## src/rtl/acc_cpu_pkg.sv

```systemverilog
package acc_cpu_pkg;

  localparam logic [7:0] TFR_A_TO_PAGE = 8'h8B;

  typedef enum logic [3:0] {
    S_IREQ, S_IWAIT, S_IDEC, S_OWAIT, S_OCAP,
    S_EXEC, S_MWAIT, S_MCAP, S_ST2, S_HALT
  } cpu_state_e;

  typedef enum logic [1:0] {M_INH, M_IMM, M_PAGE, M_EXT} amode_e;

  typedef enum logic [4:0] {
    OP_LDA, OP_STA, OP_STB, OP_ADD, OP_ADC, OP_AND, OP_OR, OP_CMP,
    OP_LDD, OP_STD, OP_LDX, OP_CLRA, OP_CLRB, OP_NOP, OP_SWI,
    OP_BEQ, OP_BNE, OP_BMI, OP_JMP, OP_TFR
  } op_e;

  typedef enum logic [2:0] {ALU_LD, ALU_ADD, ALU_ADC, ALU_AND, ALU_OR, ALU_CMP} alu_e;

endpackage

```

## src/rtl/acc_cpu_decode.sv

```systemverilog
module acc_cpu_decode
  import acc_cpu_pkg::*;
(
  input  logic [7:0] opcode,
  output logic       valid,
  output op_e        op,
  output amode_e     mode,
  output logic       wide,
  output logic [1:0] nbytes
);
  logic [3:0] hi, lo;
  assign hi = opcode[7:4];
  assign lo = opcode[3:0];

  always_comb begin
    valid = 1'b1;
    op    = OP_NOP;
    mode  = M_INH;
    wide  = 1'b0;
    if (hi == 4'h8 || hi == 4'h9 || hi == 4'hB) begin
      mode = (hi == 4'h8) ? M_IMM : ((hi == 4'h9) ? M_PAGE : M_EXT);
      case (lo)
        4'h6: op = OP_LDA;
        4'h7: begin op = OP_STA; valid = (hi != 4'h8); end
        4'hB: op = OP_ADD;
        4'h9: op = OP_ADC;
        4'h4: op = OP_AND;
        4'hA: op = OP_OR;
        4'h1: op = OP_CMP;
        4'hE: begin op = OP_LDX; wide = 1'b1; valid = (hi != 4'h9); end
        default: valid = 1'b0;
      endcase
    end else begin
      case (opcode)
        8'hD7: begin op = OP_STB; mode = M_PAGE; end
        8'hCC: begin op = OP_LDD; mode = M_IMM; wide = 1'b1; end
        8'hFC: begin op = OP_LDD; mode = M_EXT; wide = 1'b1; end
        8'hFD: begin op = OP_STD; mode = M_EXT; wide = 1'b1; end
        8'h27: begin op = OP_BEQ; mode = M_IMM; end
        8'h26: begin op = OP_BNE; mode = M_IMM; end
        8'h2B: begin op = OP_BMI; mode = M_IMM; end
        8'h1F: begin op = OP_TFR; mode = M_IMM; end
        8'h7E: begin op = OP_JMP; mode = M_EXT; end
        8'h4F: op = OP_CLRA;
        8'h5F: op = OP_CLRB;
        8'h12: op = OP_NOP;
        8'h3F: op = OP_SWI;
        default: valid = 1'b0;
      endcase
    end
  end

  always_comb begin
    case (mode)
      M_IMM:   nbytes = wide ? 2'd2 : 2'd1;
      M_PAGE:  nbytes = 2'd1;
      M_EXT:   nbytes = 2'd2;
      default: nbytes = 2'd0;
    endcase
  end
endmodule

```

## src/rtl/acc_cpu_alu.sv

```systemverilog
module acc_cpu_alu
  import acc_cpu_pkg::*;
#(
  parameter int DW = 8
) (
  input  alu_e          fn,
  input  logic [DW-1:0] acc,
  input  logic [DW-1:0] opnd,
  input  logic          cin,
  output logic [DW-1:0] res,
  output logic          n_out,
  output logic          z_out,
  output logic          c_out,
  output logic          wr_acc
);
  logic [DW:0] sum, diff;
  assign sum  = {1'b0, acc} + {1'b0, opnd} + {{DW{1'b0}}, (fn == ALU_ADC) & cin};
  assign diff = {1'b0, acc} - {1'b0, opnd};

  always_comb begin
    res   = opnd;
    c_out = cin;
    case (fn)
      ALU_ADD, ALU_ADC: begin res = sum[DW-1:0]; c_out = sum[DW]; end
      ALU_CMP:          begin res = diff[DW-1:0]; c_out = diff[DW]; end
      ALU_AND:          res = acc & opnd;
      ALU_OR:           res = acc | opnd;
      default:          res = opnd;
    endcase
  end

  assign n_out  = res[DW-1];
  assign z_out  = (res == '0);
  assign wr_acc = (fn != ALU_CMP);
endmodule

```

## src/rtl/acc_cpu_core.sv

```systemverilog
module acc_cpu_core
  import acc_cpu_pkg::*;
#(
  parameter int         AW       = 16,
  parameter int         DW       = 8,
  parameter logic [15:0] RESET_PC = 16'h0000
) (
  input  logic          clk,
  input  logic          rst,
  output logic [AW-1:0] mem_addr,
  output logic [DW-1:0] mem_wdata,
  output logic          mem_we,
  input  logic [DW-1:0] mem_rdata,
  output logic          halted,
  output logic          illegal
);
  localparam int WW = 2 * DW;

  cpu_state_e    state;
  logic [AW-1:0] pc;
  logic [DW-1:0] a, b, page, hi_q;
  logic [WW-1:0] x, opnd;
  logic          fn_n, fn_z, fn_c;
  logic [1:0]    cnt;
  logic          byte2;
  op_e           op_q;
  amode_e        mode_q;
  logic          wide_q;

  logic       d_valid, d_wide;
  op_e        d_op;
  amode_e     d_mode;
  logic [1:0] d_nbytes;

  acc_cpu_decode u_dec (
    .opcode(mem_rdata), .valid(d_valid), .op(d_op),
    .mode(d_mode), .wide(d_wide), .nbytes(d_nbytes)
  );

  alu_e          alu_fn;
  logic [DW-1:0] alu_m, alu_res;
  logic          alu_n, alu_z, alu_c, alu_wr;

  always_comb begin
    case (op_q)
      OP_ADD:  alu_fn = ALU_ADD;
      OP_ADC:  alu_fn = ALU_ADC;
      OP_AND:  alu_fn = ALU_AND;
      OP_OR:   alu_fn = ALU_OR;
      OP_CMP:  alu_fn = ALU_CMP;
      default: alu_fn = ALU_LD;
    endcase
  end

  assign alu_m = (state == S_MCAP) ? mem_rdata : opnd[DW-1:0];

  acc_cpu_alu #(.DW(DW)) u_alu (
    .fn(alu_fn), .acc(a), .opnd(alu_m), .cin(fn_c),
    .res(alu_res), .n_out(alu_n), .z_out(alu_z), .c_out(alu_c), .wr_acc(alu_wr)
  );

  logic          is_ctrl, is_store, commit;
  logic [WW-1:0] wide_val;
  logic [AW-1:0] ea;
  logic          take;

  assign is_ctrl  = (op_q == OP_BEQ) || (op_q == OP_BNE) || (op_q == OP_BMI) ||
                    (op_q == OP_JMP) || (op_q == OP_TFR);
  assign is_store = (op_q == OP_STA) || (op_q == OP_STB) || (op_q == OP_STD);
  assign commit   = ((state == S_EXEC) && (mode_q == M_IMM) && !is_ctrl) ||
                    ((state == S_MCAP) && !(wide_q && !byte2));
  assign wide_val = (state == S_MCAP) ? {hi_q, mem_rdata} : opnd;
  assign ea       = (mode_q == M_PAGE) ? {page, opnd[DW-1:0]} : opnd;
  assign take     = ((op_q == OP_BEQ) && fn_z) || ((op_q == OP_BNE) && !fn_z) ||
                    ((op_q == OP_BMI) && fn_n);

  always_ff @(posedge clk) begin
    if (rst) begin
      state     <= S_IREQ;
      pc        <= RESET_PC;
      a         <= '0;
      b         <= '0;
      x         <= '0;
      page      <= '0;
      hi_q      <= '0;
      opnd      <= '0;
      fn_n      <= 1'b0;
      fn_z      <= 1'b0;
      fn_c      <= 1'b0;
      cnt       <= '0;
      byte2     <= 1'b0;
      op_q      <= OP_NOP;
      mode_q    <= M_INH;
      wide_q    <= 1'b0;
      mem_addr  <= RESET_PC;
      mem_wdata <= '0;
      mem_we    <= 1'b0;
      halted    <= 1'b0;
      illegal   <= 1'b0;
    end else begin
      mem_we <= 1'b0;
      case (state)
        S_IREQ: begin
          mem_addr <= pc;
          pc       <= pc + 16'd1;
          state    <= S_IWAIT;
        end
        S_IWAIT: state <= S_IDEC;
        S_IDEC: begin
          op_q   <= d_op;
          mode_q <= d_mode;
          wide_q <= d_wide;
          opnd   <= '0;
          if (!d_valid) begin
            halted  <= 1'b1;
            illegal <= 1'b1;
            state   <= S_HALT;
          end else if (d_nbytes == 2'd0) begin
            state <= S_IREQ;
            case (d_op)
              OP_CLRA: begin a <= '0; fn_n <= 1'b0; fn_z <= 1'b1; end
              OP_CLRB: begin b <= '0; fn_n <= 1'b0; fn_z <= 1'b1; end
              OP_SWI:  begin halted <= 1'b1; state <= S_HALT; end
              default: ;
            endcase
          end else begin
            mem_addr <= pc;
            pc       <= pc + 16'd1;
            cnt      <= d_nbytes;
            state    <= S_OWAIT;
          end
        end
        S_OWAIT: state <= S_OCAP;
        S_OCAP: begin
          opnd <= {opnd[DW-1:0], mem_rdata};
          if (cnt == 2'd2) begin
            cnt      <= 2'd1;
            mem_addr <= pc;
            pc       <= pc + 16'd1;
            state    <= S_OWAIT;
          end else begin
            state <= S_EXEC;
          end
        end
        S_EXEC: begin
          byte2 <= 1'b0;
          state <= S_IREQ;
          case (op_q)
            OP_BEQ, OP_BNE, OP_BMI:
              if (take) pc <= pc + {{DW{opnd[DW-1]}}, opnd[DW-1:0]};
            OP_JMP: pc <= opnd;
            OP_TFR:
              if (opnd[DW-1:0] == TFR_A_TO_PAGE) page <= a;
              else begin
                halted  <= 1'b1;
                illegal <= 1'b1;
                state   <= S_HALT;
              end
            default:
              if (mode_q != M_IMM) begin
                mem_addr <= ea;
                if (is_store) begin
                  mem_wdata <= (op_q == OP_STB) ? b : a;
                  mem_we    <= 1'b1;
                  state     <= (op_q == OP_STD) ? S_ST2 : S_IREQ;
                end else begin
                  state <= S_MWAIT;
                end
              end
          endcase
        end
        S_MWAIT: state <= S_MCAP;
        S_MCAP: begin
          if (wide_q && !byte2) begin
            hi_q     <= mem_rdata;
            byte2    <= 1'b1;
            mem_addr <= mem_addr + 16'd1;
            state    <= S_MWAIT;
          end else begin
            state <= S_IREQ;
          end
        end
        S_ST2: begin
          mem_addr  <= mem_addr + 16'd1;
          mem_wdata <= b;
          mem_we    <= 1'b1;
          state     <= S_IREQ;
        end
        default: state <= S_HALT;
      endcase

      if (commit) begin
        if (wide_q) begin
          if (op_q == OP_LDX) x <= wide_val;
          else begin
            a <= wide_val[WW-1:DW];
            b <= wide_val[DW-1:0];
          end
          fn_n <= wide_val[WW-1];
          fn_z <= (wide_val == '0);
        end else begin
          if (alu_wr) a <= alu_res;
          fn_n <= alu_n;
          fn_z <= alu_z;
          fn_c <= alu_c;
        end
      end
    end
  end
endmodule

```

## config.mk

```make
export PLATFORM = sky130hd
export DESIGN_NAME = acc_cpu_core
export DESIGN_NICKNAME = d
export VERILOG_FILES = /design/src/rtl/acc_cpu_pkg.sv /design/src/rtl/acc_cpu_decode.sv /design/src/rtl/acc_cpu_alu.sv /design/src/rtl/acc_cpu_core.sv
export SDC_FILE = /design/constraint.sdc
export NUM_CORES = 1
export LEC_CHECK = 0
export BUFFER_PORTS_ARGS = -buffer_cell sky130_fd_sc_hd__buf_2
export CAP_MARGIN = 15
export CORE_ASPECT_RATIO = 1.25
export CORE_MARGIN = 3
export CORE_UTILIZATION = 40
export DETAILED_ROUTE_END_ITERATION = 6
export SETUP_SLACK_MARGIN = 0.05
export SLEW_MARGIN = 20
export SYNTH_ARGS = -nofsm -noshare
export SYNTH_HDL_FRONTEND = slang
export SYNTH_SLANG_ARGS = --single-unit
```

## constraint.sdc

```tcl
create_clock -name clk -period 9.3 [get_ports clk]
set_clock_uncertainty 0.15 [all_clocks]
set_input_delay 1.86 -clock clk [delete_from_list [all_inputs] [get_ports clk]]
set_output_delay 1.86 -clock clk [all_outputs]
set_load 0.01 [all_outputs]
```

# Yosys cells after proc, flatten, opt, wreduce, memory -nomap -nowiden
# Index checks and enable logic that the tools add are counted.
[totals]
latchBits = 0
output_inout_bits = 27
n_memories = 0
mem_bits_rw = 0
romBits = 0
regBits = 109
inputBits = 10
[classes]
order_cmp = 0
reduce_logical = 59
mux = 96
add_sub_neg = 6
shifts = 0
div_mod_pow = 0
bitwise = 4
mul = 0
n_eq_ne = 79
[op_table]
columns = ["operator", "n"]
rows = [
  ["$mux W16", 12],
  ["$mux W8", 20],
  ["$pmux W16 S6", 1],
  ["$pmux W16 S2", 2],
  ["$pmux W16 S4", 1],
  ["$pmux W5 S11", 1],
  ["$eq A8 B8 Y1 const B", 5],
  ["$pmux W4 S9", 1],
  ["$add A16 B1 Y16 const B", 2],
  ["$eq A4 B4 Y1 const B", 8],
  ["$eq A8 B6 Y1 const B", 4],
  ["$pmux W4 S8", 1],
  ["$pmux W8 S4", 1],
  ["$eq A5 B4 Y1 const B", 6],
  ["$eq A4 B3 Y1 const B", 7],
  ["$mux W1", 28],
  ["$mux W4", 7],
  ["$eq A8 B7 Y1 const B", 3],
  ["$eq A5 B3 Y1 const B", 4],
  ["$eq A5 B5 Y1 const B", 4],
  ["$reduce_bool A2 Y1", 9],
  ["$add A16 B16 Y16", 1],
  ["$eq A8 B5 Y1 const B", 2],
  ["$logic_not A16 Y1", 1],
  ["other kinds (51)", 113],
]

# Depth between registers and ports, before layout
# Gate-level depths: netlist (run 1).
[depth]
word_depth = 13
depth_mapped = 13
depth_no_buf = 12

# Cells and area by module
# A second synthesis (run 1) with hierarchy kept.
[unflattened]
cells_unflattened = 1162
hier_area_um2 = 8917.3
[by_module_without_submodules]
columns = ["mod", "area_per_inst_um2", "cells_per_inst", "n_inst"]
rows = [
  ["acc_cpu_core", 6884.1, 858, 1],
  ["acc_cpu_alu", 1396.3, 201, 1],
  ["acc_cpu_decode", 636.9, 103, 1],
]

# Least setup slack after synthesis (run 1)
# Ideal clock, no wire load.
[synth_path]
kind = "input -> register"
startpoint = "input port mem_rdata[3]"
endpoint = "register fn_z"
setup_time_ns = 0.095
t_arrival_ns = 4.464
path_stages = 12
setup_slack_ns = 4.591
required_time_ns = 9.055
cell_sequence = "buf_2 buf_2 mux2i_1 ha_1 clkbuf_1 a21o_1 a21oi_1 a21oi_1 or4b_1 a311oi_1 nand4_1 a221oi_1"
[synth_via]
elab_chain_len = 9
elab_cells_between_ends = 63
classes_between = "3 x add/sub; 26 x eq/ne; 18 x mux; 2 x bitwise; 14 x reduce/logical"
[synth_lines]
columns = ["element", "line", "source"]
rows = [
  ["from (decl)", "acc_cpu_core.sv:13", "input logic [DW-1:0] mem_rdata,"],
  ["branches (longest 9 deep; another with $add A8 B8 Y9)", "-", ""],
  ["to (signal assigned)", "acc_cpu_core.sv:200", "fn_z <= (wide_val == '0);"],
  ["to (signal assigned)", "acc_cpu_core.sv:204", "fn_z <= alu_z;"],
  ["to (decl)", "acc_cpu_core.sv:23", "logic fn_n, fn_z, fn_c;"],
]
# Several ways; the timed one is not identified.
# A chain may end at the register's enable or synchronous reset.

# Final worst setup path (run 1)
[layout_path]
startpoint = "input port mem_rdata[2]"
endpoint = "register fn_z"
# Same word-level chain as after synthesis.

==> metrics.sh, run 1 <==
IO_BUFFER_COUNT=36
GRT_SETUP_UNREPAIRED='no'
SYNTHESIZED_NET_COUNT=1190
DESIGN.PORTCOUNT=37
DRIVE_ABOVE_1_SHARE=0.0728
CLK_PIN_SLEW_NS=0.08
VIAS_IN_THE_FIRST_GLOBAL_ROUTE=7900
PERIOD_SHARE=0.526
FINAL-MAX-SLEW-VIOLATION-COUNT=0
CLKSINKCOUNT=109
WIRE_PER_INST_UM=20.8
SYNTH_SEQ_AREA_SHARE=0.257
WL_UM=28700
DIODES=0
YOSYSTOPAREACELL='dfxtp_1'
AREA_OF_ALL_PLACED_CELLS_WITHOUT_FILLERS_UM2=9050
CTS_ROOT_BUFFER='clkbuf_16'
SYNTH_TOP_AREA_FRAC=0.257
CLOCK_INSERTION_DELAY_WORST_SKEW_NS=0.36
FINAL_CELL_UTILIZATION_OF_THE_CORE=0.442
ARRIVAL_NS=5.01
DIE_WIDTH_UM=136
SETUP.WORST_PATH.START_CLASS='primary input'
CELL_TYPES_OCCUPYING_THE_MOST_AREA_AFTER_SYNTHESIS='dfxtp_1, ha_1, a21oi_1, nor2_1, mux2i_1'
SYNTH_CELL_TYPE_COUNT=85
GRT_START_MAX_NET_PINS=52
CTS_SETUP_BUFFERS=0
CP.BUFFERS_INVERTERS=3
FINAL_HOLD_VIOS=0
WORST-SLEW-PIN-TRANSITION_NS=1.11
WORST_IR_DROP_VDD_mV=0.0964
AVG_CELL_AREA_SYN_UM2=7.48
INITIAL_ANTENNA_VIOLATION_COUNT=0
POST_ROUTE_NON_FILLER_STANDARD_CELL_COUNT=1383
TRITONCTS.NUM_BUFFERS=9
YOSYSWARNINGS=0
SYNTH.FF_LATCH_COUNT=109
CRITPATHMAXFANOUT=16
DOMINANTREGCELLSYNTH='dfxtp_1'
SETUP-VIOLATIONS-FINAL=0
DIE_H_UM=169
AREA_DELTA_SYNTH_FINAL_PCT=6.65
SYNTHTOPCELLSBYCOUNT='nor2_1, dfxtp_1, a21oi_1'
WIRE_LENGTH_OF_THE_FIRST_GLOBAL_ROUTING_PASS_UM=44900
CTSHTREEMAXLEVEL=3
GRTUSAGETOTAL=0.246
START_UTIL=0.415
TOTAL_POWER_DRAW_W=0.00166
CRITICAL_PATH_CLASS='primary input to flip-flop'
STATUS='completed'
CRITICAL-PATH-SLOWEST-CELL='or4b_1'
SLOWEST_DELAY_NS=0.55
SYNTH-EDFF-COUNT=0
DIE_AREA_UM2=23000
FMAX_GHz=0.205
HOLD_CLASS='flip-flop to flip-flop'
CRITICAL_PATH.MOST_COMMON_CELL='inv_1'
CELL_BREAKDOWN_OF_THE_CRITICAL_PATH='buf_2 > inv_1 > nor2_1 > a21oi_1 > ha_1 > inv_1 > a311o_1 > a211oi_1 > or4b_1 > a311oi_1 > nand4_1 > a221oi_1'
MAXCAP_VIOL_COUNT=0
PLACE_AREA_UM2=8730
STATIC-LEAKAGE-POWER_nW=3.38
DRT_FIRST_ITER_VIOLATIONS=830
FIN_SETUP_TNS_NS=0
ANT_NETS=0
REMAINING_DRC_ERRORS=0
POST-ROUTE-MIN-PERIOD_NS=4.89
POST_SYNTH_INST_COUNT=1135
VIAS_PER_CELL=6.30
POST-DP-HPWL_UM=20600
CRITPATHREQUIREDTIME_NS=9.42
GRT_OVERFLOW=0
CRIT_FAMILY='compound AO/OA/AOI/OAI gates'
SYNTHMOSTINSTANTIATEDCELL='nor2_1'
POST_CTS_RESIZED=0
POSTSYNTH.ASYNCRESETSHARE=0
DETAIL_ROUTE.FIRST_PASS.ITERATIONS=5
NNETSFINAL=1163
CORE-AREA_UM2=20500
P_PER_AREA_nW_PER_UM2=183
CTS.PATH.MAX_BUFFERS=2
SYNTH_AREA_UM2=8490
CTSHOLDBUFFERS=0
DP.CELLS=1367
FLOORPLAN.ROWS=58
ROUTE.VIAS.TOTAL=8706
MAX_SLEW_MARGIN=0.261
REGTOREGSETUPSLACK_NS=5.21
TRITONCTS='built'
ENDPOINT_KIND='flip-flop'
PLACE_CONGESTION=0.955
-- worst min-delay path, cell delays in order, from the launching register on --
cell     delay (ns)
dfxtp_1        0.32
inv_1          0.05
a21oi_1        0.05
-- worst paths after layout --
kind | start | endpoint | cells after the start
max | mem_rdata[2] | fn_z | 12
min | halted | halted | 2
max reg2reg | state[1] | fn_z | 11
min reg2reg | halted | halted | 2
-- routing by layer --
metal | track usage | up-vias | share of wire
met3 | 0.0288 | 56 | 0.047
met2 | 0.430 | 271 | 0.50
met4 | 0.0824 | 0 | 0.029
met5 | 0 | - | 0
li1 | - | 4176 | -
met1 | 0.314 | 4203 | 0.42
-- power breakdown --
| part | leakage (nW) | switching [W] | internal (W) | total (W) |
|---|---|---|---|---|
| clock network | 0.152 | 0.000196 | 0.000221 | 0.000417 |
| registers | 0.882 | 0.000103 | 0.000519 | 0.000622 |
| logic | 2.34 | 0.000403 | 0.000214 | 0.000617 |
| total | 3.38 | 0.000702 | 0.000954 | 0.00166 |
-- area by class of cell --
class                      count  area [µm²]
fill                        2160       11400
inverter                      40         150
sequential                   109        2180
tap                          270         338
timing repair buffer          45         250
clock buffer                  11         243
multi-input combinational    903        5820
clock inverter                 5        67.6
-- logic make-up (layout without fill, tap and decap cells) --
| kind of cell | after synthesis | count (layout) | synth area share |
|---|---|---|---|
| simple gates | 423 | 423 | 0.251 |
| flops | 109 | 109 | 0.257 |
| fa+ha+maj | 45 | 45 | 0.0699 |
| buf+inv | 123 | 101 | 0.0577 |
| mux | 38 | 38 | 0.0451 |
| xor+xnor | 15 | 15 | 0.0155 |
| compound gates | 382 | 382 | 0.303 |
-- stage by stage --
stage          hold slack [ns]  setup slack (ns)
2_1_floorplan            0.282              4.59
3_3_place_gp             0.290              4.09
3_5_place_dp             0.296              4.05
4_1_cts                  0.313              4.41
5_1_grt                  0.330              4.24
6_report                 0.310              4.41
-- layout by cell type, fill, tap and decap left out, types with 9 or more instances in the layout --
cell type  instances
nor2_1           118
dfxtp_1          109
a21oi_1           94
nand2_1           89
o21ai_0           53
ha_1              41
inv_1             40
nand3_1           38
mux2i_1           36
nor3_1            35
a211oi_1          35
buf_2             35
a22oi_1           21
o21ai_1           21
nand2b_1          19
and3_1            17
nor2b_1           17
a31oi_1           17
and2_1            14
a21o_1            13
nand4_1           12
o2bb2ai_1         11
nor3b_1           10
a221oi_1          10
buf_4             10
or3_1              9
clkbuf_16          9
-- state kept, by name (all words and copies together), names as in the netlist --
signal and cells:
state 4, illegal 1, mem_wdata 8, a 8, mode_q 2, mem_we 1
byte2 1, b 8, op_q 5, wide_q 1, fn_c 1, fn_z 1
fn_n 1, opnd 16, page 8, hi_q 8, mem_addr 16, pc 16
halted 1, cnt 2
No activity file was read; power rests on OpenSTA's default activity.
==> inputs of run 2 (changes only) <==
Clock period 9.3 ns to 4 ns, I/O delays scaled along.
==> metrics.sh, run 2 (same netlist as run 1, synthesis figures left out) <==
FLOORPLAN.ROWS=58
SETUP-VIOLATIONS-FINAL=0
FIN_SETUP_TNS_NS=0
P_PER_AREA_nW_PER_UM2=426
START_UTIL=0.415
CORE-AREA_UM2=20500
DESIGN.PORTCOUNT=37
TOTAL_POWER_DRAW_W=0.00402
GRT_START_MAX_NET_PINS=53
FINAL_CELL_UTILIZATION_OF_THE_CORE=0.460
FMAX_GHz=0.278
ENDPOINT_KIND='flip-flop'
CLK_PIN_SLEW_NS=0.09
GRT_SETUP_UNREPAIRED='no'
NNETSFINAL=1205
WIRE_PER_INST_UM=20.8
CTSHOLDBUFFERS=0
LARGESTREGISTERS='mem_addr x16, opnd x16, pc x16'
WORST-SLEW-PIN-TRANSITION_NS=1.07
INITIAL_ANTENNA_VIOLATION_COUNT=0
GRT_OVERFLOW=0
SETUP.WORST_PATH.START_CLASS='flip-flop'
IO_BUFFER_COUNT=36
DIE_H_UM=169
VIAS_IN_THE_FIRST_GLOBAL_ROUTE=8456
POST-ROUTE-MIN-PERIOD_NS=3.60
ANT_NETS=0
CRITPATHREQUIREDTIME_NS=4.14
STATUS='completed'
DIODES=0
STATIC-LEAKAGE-POWER_nW=3.60
LAYOUT.CELLS.MOST_COMMON='nor2_1'
TRITONCTS.NUM_BUFFERS=9
WIRE_LENGTH_OF_THE_FIRST_GLOBAL_ROUTING_PASS_UM=46300
AREA_DELTA_SYNTH_FINAL_PCT=11.0
FINAL_HOLD_VIOS=0
MAXCAP_VIOL_COUNT=0
WORST_IR_DROP_VDD_mV=0.234
CLOCK_INSERTION_DELAY_WORST_SKEW_NS=0.37
CTS.PATH.MAX_BUFFERS=2
CRITICAL_PATH_CLASS='flip-flop to flip-flop'
PLACE_AREA_UM2=9090
PERIOD_SHARE=0.900
PLACE_CONGESTION=0.945
ROUTE.VIAS.TOTAL=8910
DIE_AREA_UM2=23000
DIE_WIDTH_UM=136
LAYOUT.FILLER_CELLS=2112
AREA_OF_ALL_PLACED_CELLS_WITHOUT_FILLERS_UM2=9420
FINAL_CELL_MIX='nor2_1, dfxtp_1, a21oi_1, nand2_1, o21ai_0'
DRIVE_ABOVE_1_SHARE=0.107
POST-DP-HPWL_UM=21700
CTSHTREEMAXLEVEL=3
CLKSINKCOUNT=109
HOLD_CLASS='flip-flop to flip-flop'
CTS_ROOT_BUFFER='clkbuf_16'
GRTUSAGETOTAL=0.254
TRITONCTS='built'
VIAS_PER_CELL=6.25
CTS_SETUP_BUFFERS=0
ARRIVAL_NS=3.73
AREA.SEQUENTIAL_UM2=2180
MULTI_INPUT_COMB_AREA_UM2=5830
DETAIL_ROUTE.FIRST_PASS.ITERATIONS=7
CRITPATHMAXFANOUT=24
DRT_FIRST_ITER_VIOLATIONS=801
REMAINING_DRC_ERRORS=0
FINAL-MAX-SLEW-VIOLATION-COUNT=0
WL_UM=29600
MAX_SLEW_MARGIN=0.284
## run 2: changes by cell type in the layout (fill, tap and decap cells not counted), moves of 2 or more
cell,before,now
nor2_2,2,0
nor2_1,118,120
clkinv_4,2,0
buf_12,0,3
inv_12,0,2
clkinv_8,0,2
buf_4,10,49
## run 2: path summary, 6_finish.rpt
check                           cells after the start     start  endpoint  slack [ns]
worst max-delay path                               11  state[3]      fn_z        0.40
worst min-delay path                                2    halted    halted        0.30
worst max register to register                     11  state[3]      fn_z        0.40
worst min register to register                      2    halted    halted        0.30
## run 2: repair_timing
| action | 4_1_cts | 5_1_grt |
|---|---|---|
| gates resized for setup | 0 | 2 |
| hold endpoints to repair | 0 | 0 |
| endpoints found under the setup margin | 0 | 1 |
## run 2: stage by stage
stage / hold slack, ns / instances / setup slack, ns
6_report: 0.299 / 1425 / 0.400
5_1_grt: 0.331 / 1425 / 0.120
4_1_cts: 0.305 / 1425 / 0.355
3_5_place_dp: 0.292 / 1409 / 0.218
3_3_place_gp: 0.280 / 1409 / 0.265
2_1_floorplan: 0.282 / 1135 / 0.336
## run 2: final cells by class
cell class,count,area share
multi-input combinational,903,0.619
sequential,109,0.232
timing repair buffer,87,0.0640
tap,270,0.0359
clock buffer,9,0.0239
inverter,40,0.0159
clock inverter,7,0.0102
## run 2: layer usage
layer | wire length (µm) | GRT usage | part of all wire
met1 | 12400 | 0.316 | 0.42
met3 | 1440 | 0.0279 | 0.049
met5 | 0 | 0 | 0
met2 | 14500 | 0.438 | 0.49
met4 | 1290 | 0.114 | 0.043
## run 2: where the power goes
| part | internal [W] | leakage (nW) | switching [W] |
|---|---|---|---|
| logic | 0.000626 | 2.56 | 0.00107 |
| registers | 0.00121 | 0.882 | 0.000136 |
| clock network | 0.000463 | 0.156 | 0.000515 |
| total | 0.00230 | 3.60 | 0.00172 |
## run 2: worst max-delay path, cell delays in order (launching register included)
cell,delay [ns]
dfxtp_1,0.33
nand4b_1,0.16
buf_12,0.21
mux2_2,0.43
fa_1,0.46
fa_1,0.45
a31oi_2,0.25
o221ai_1,0.16
a211o_1,0.36
a22oi_1,0.18
nand4_1,0.11
a221oi_1,0.27
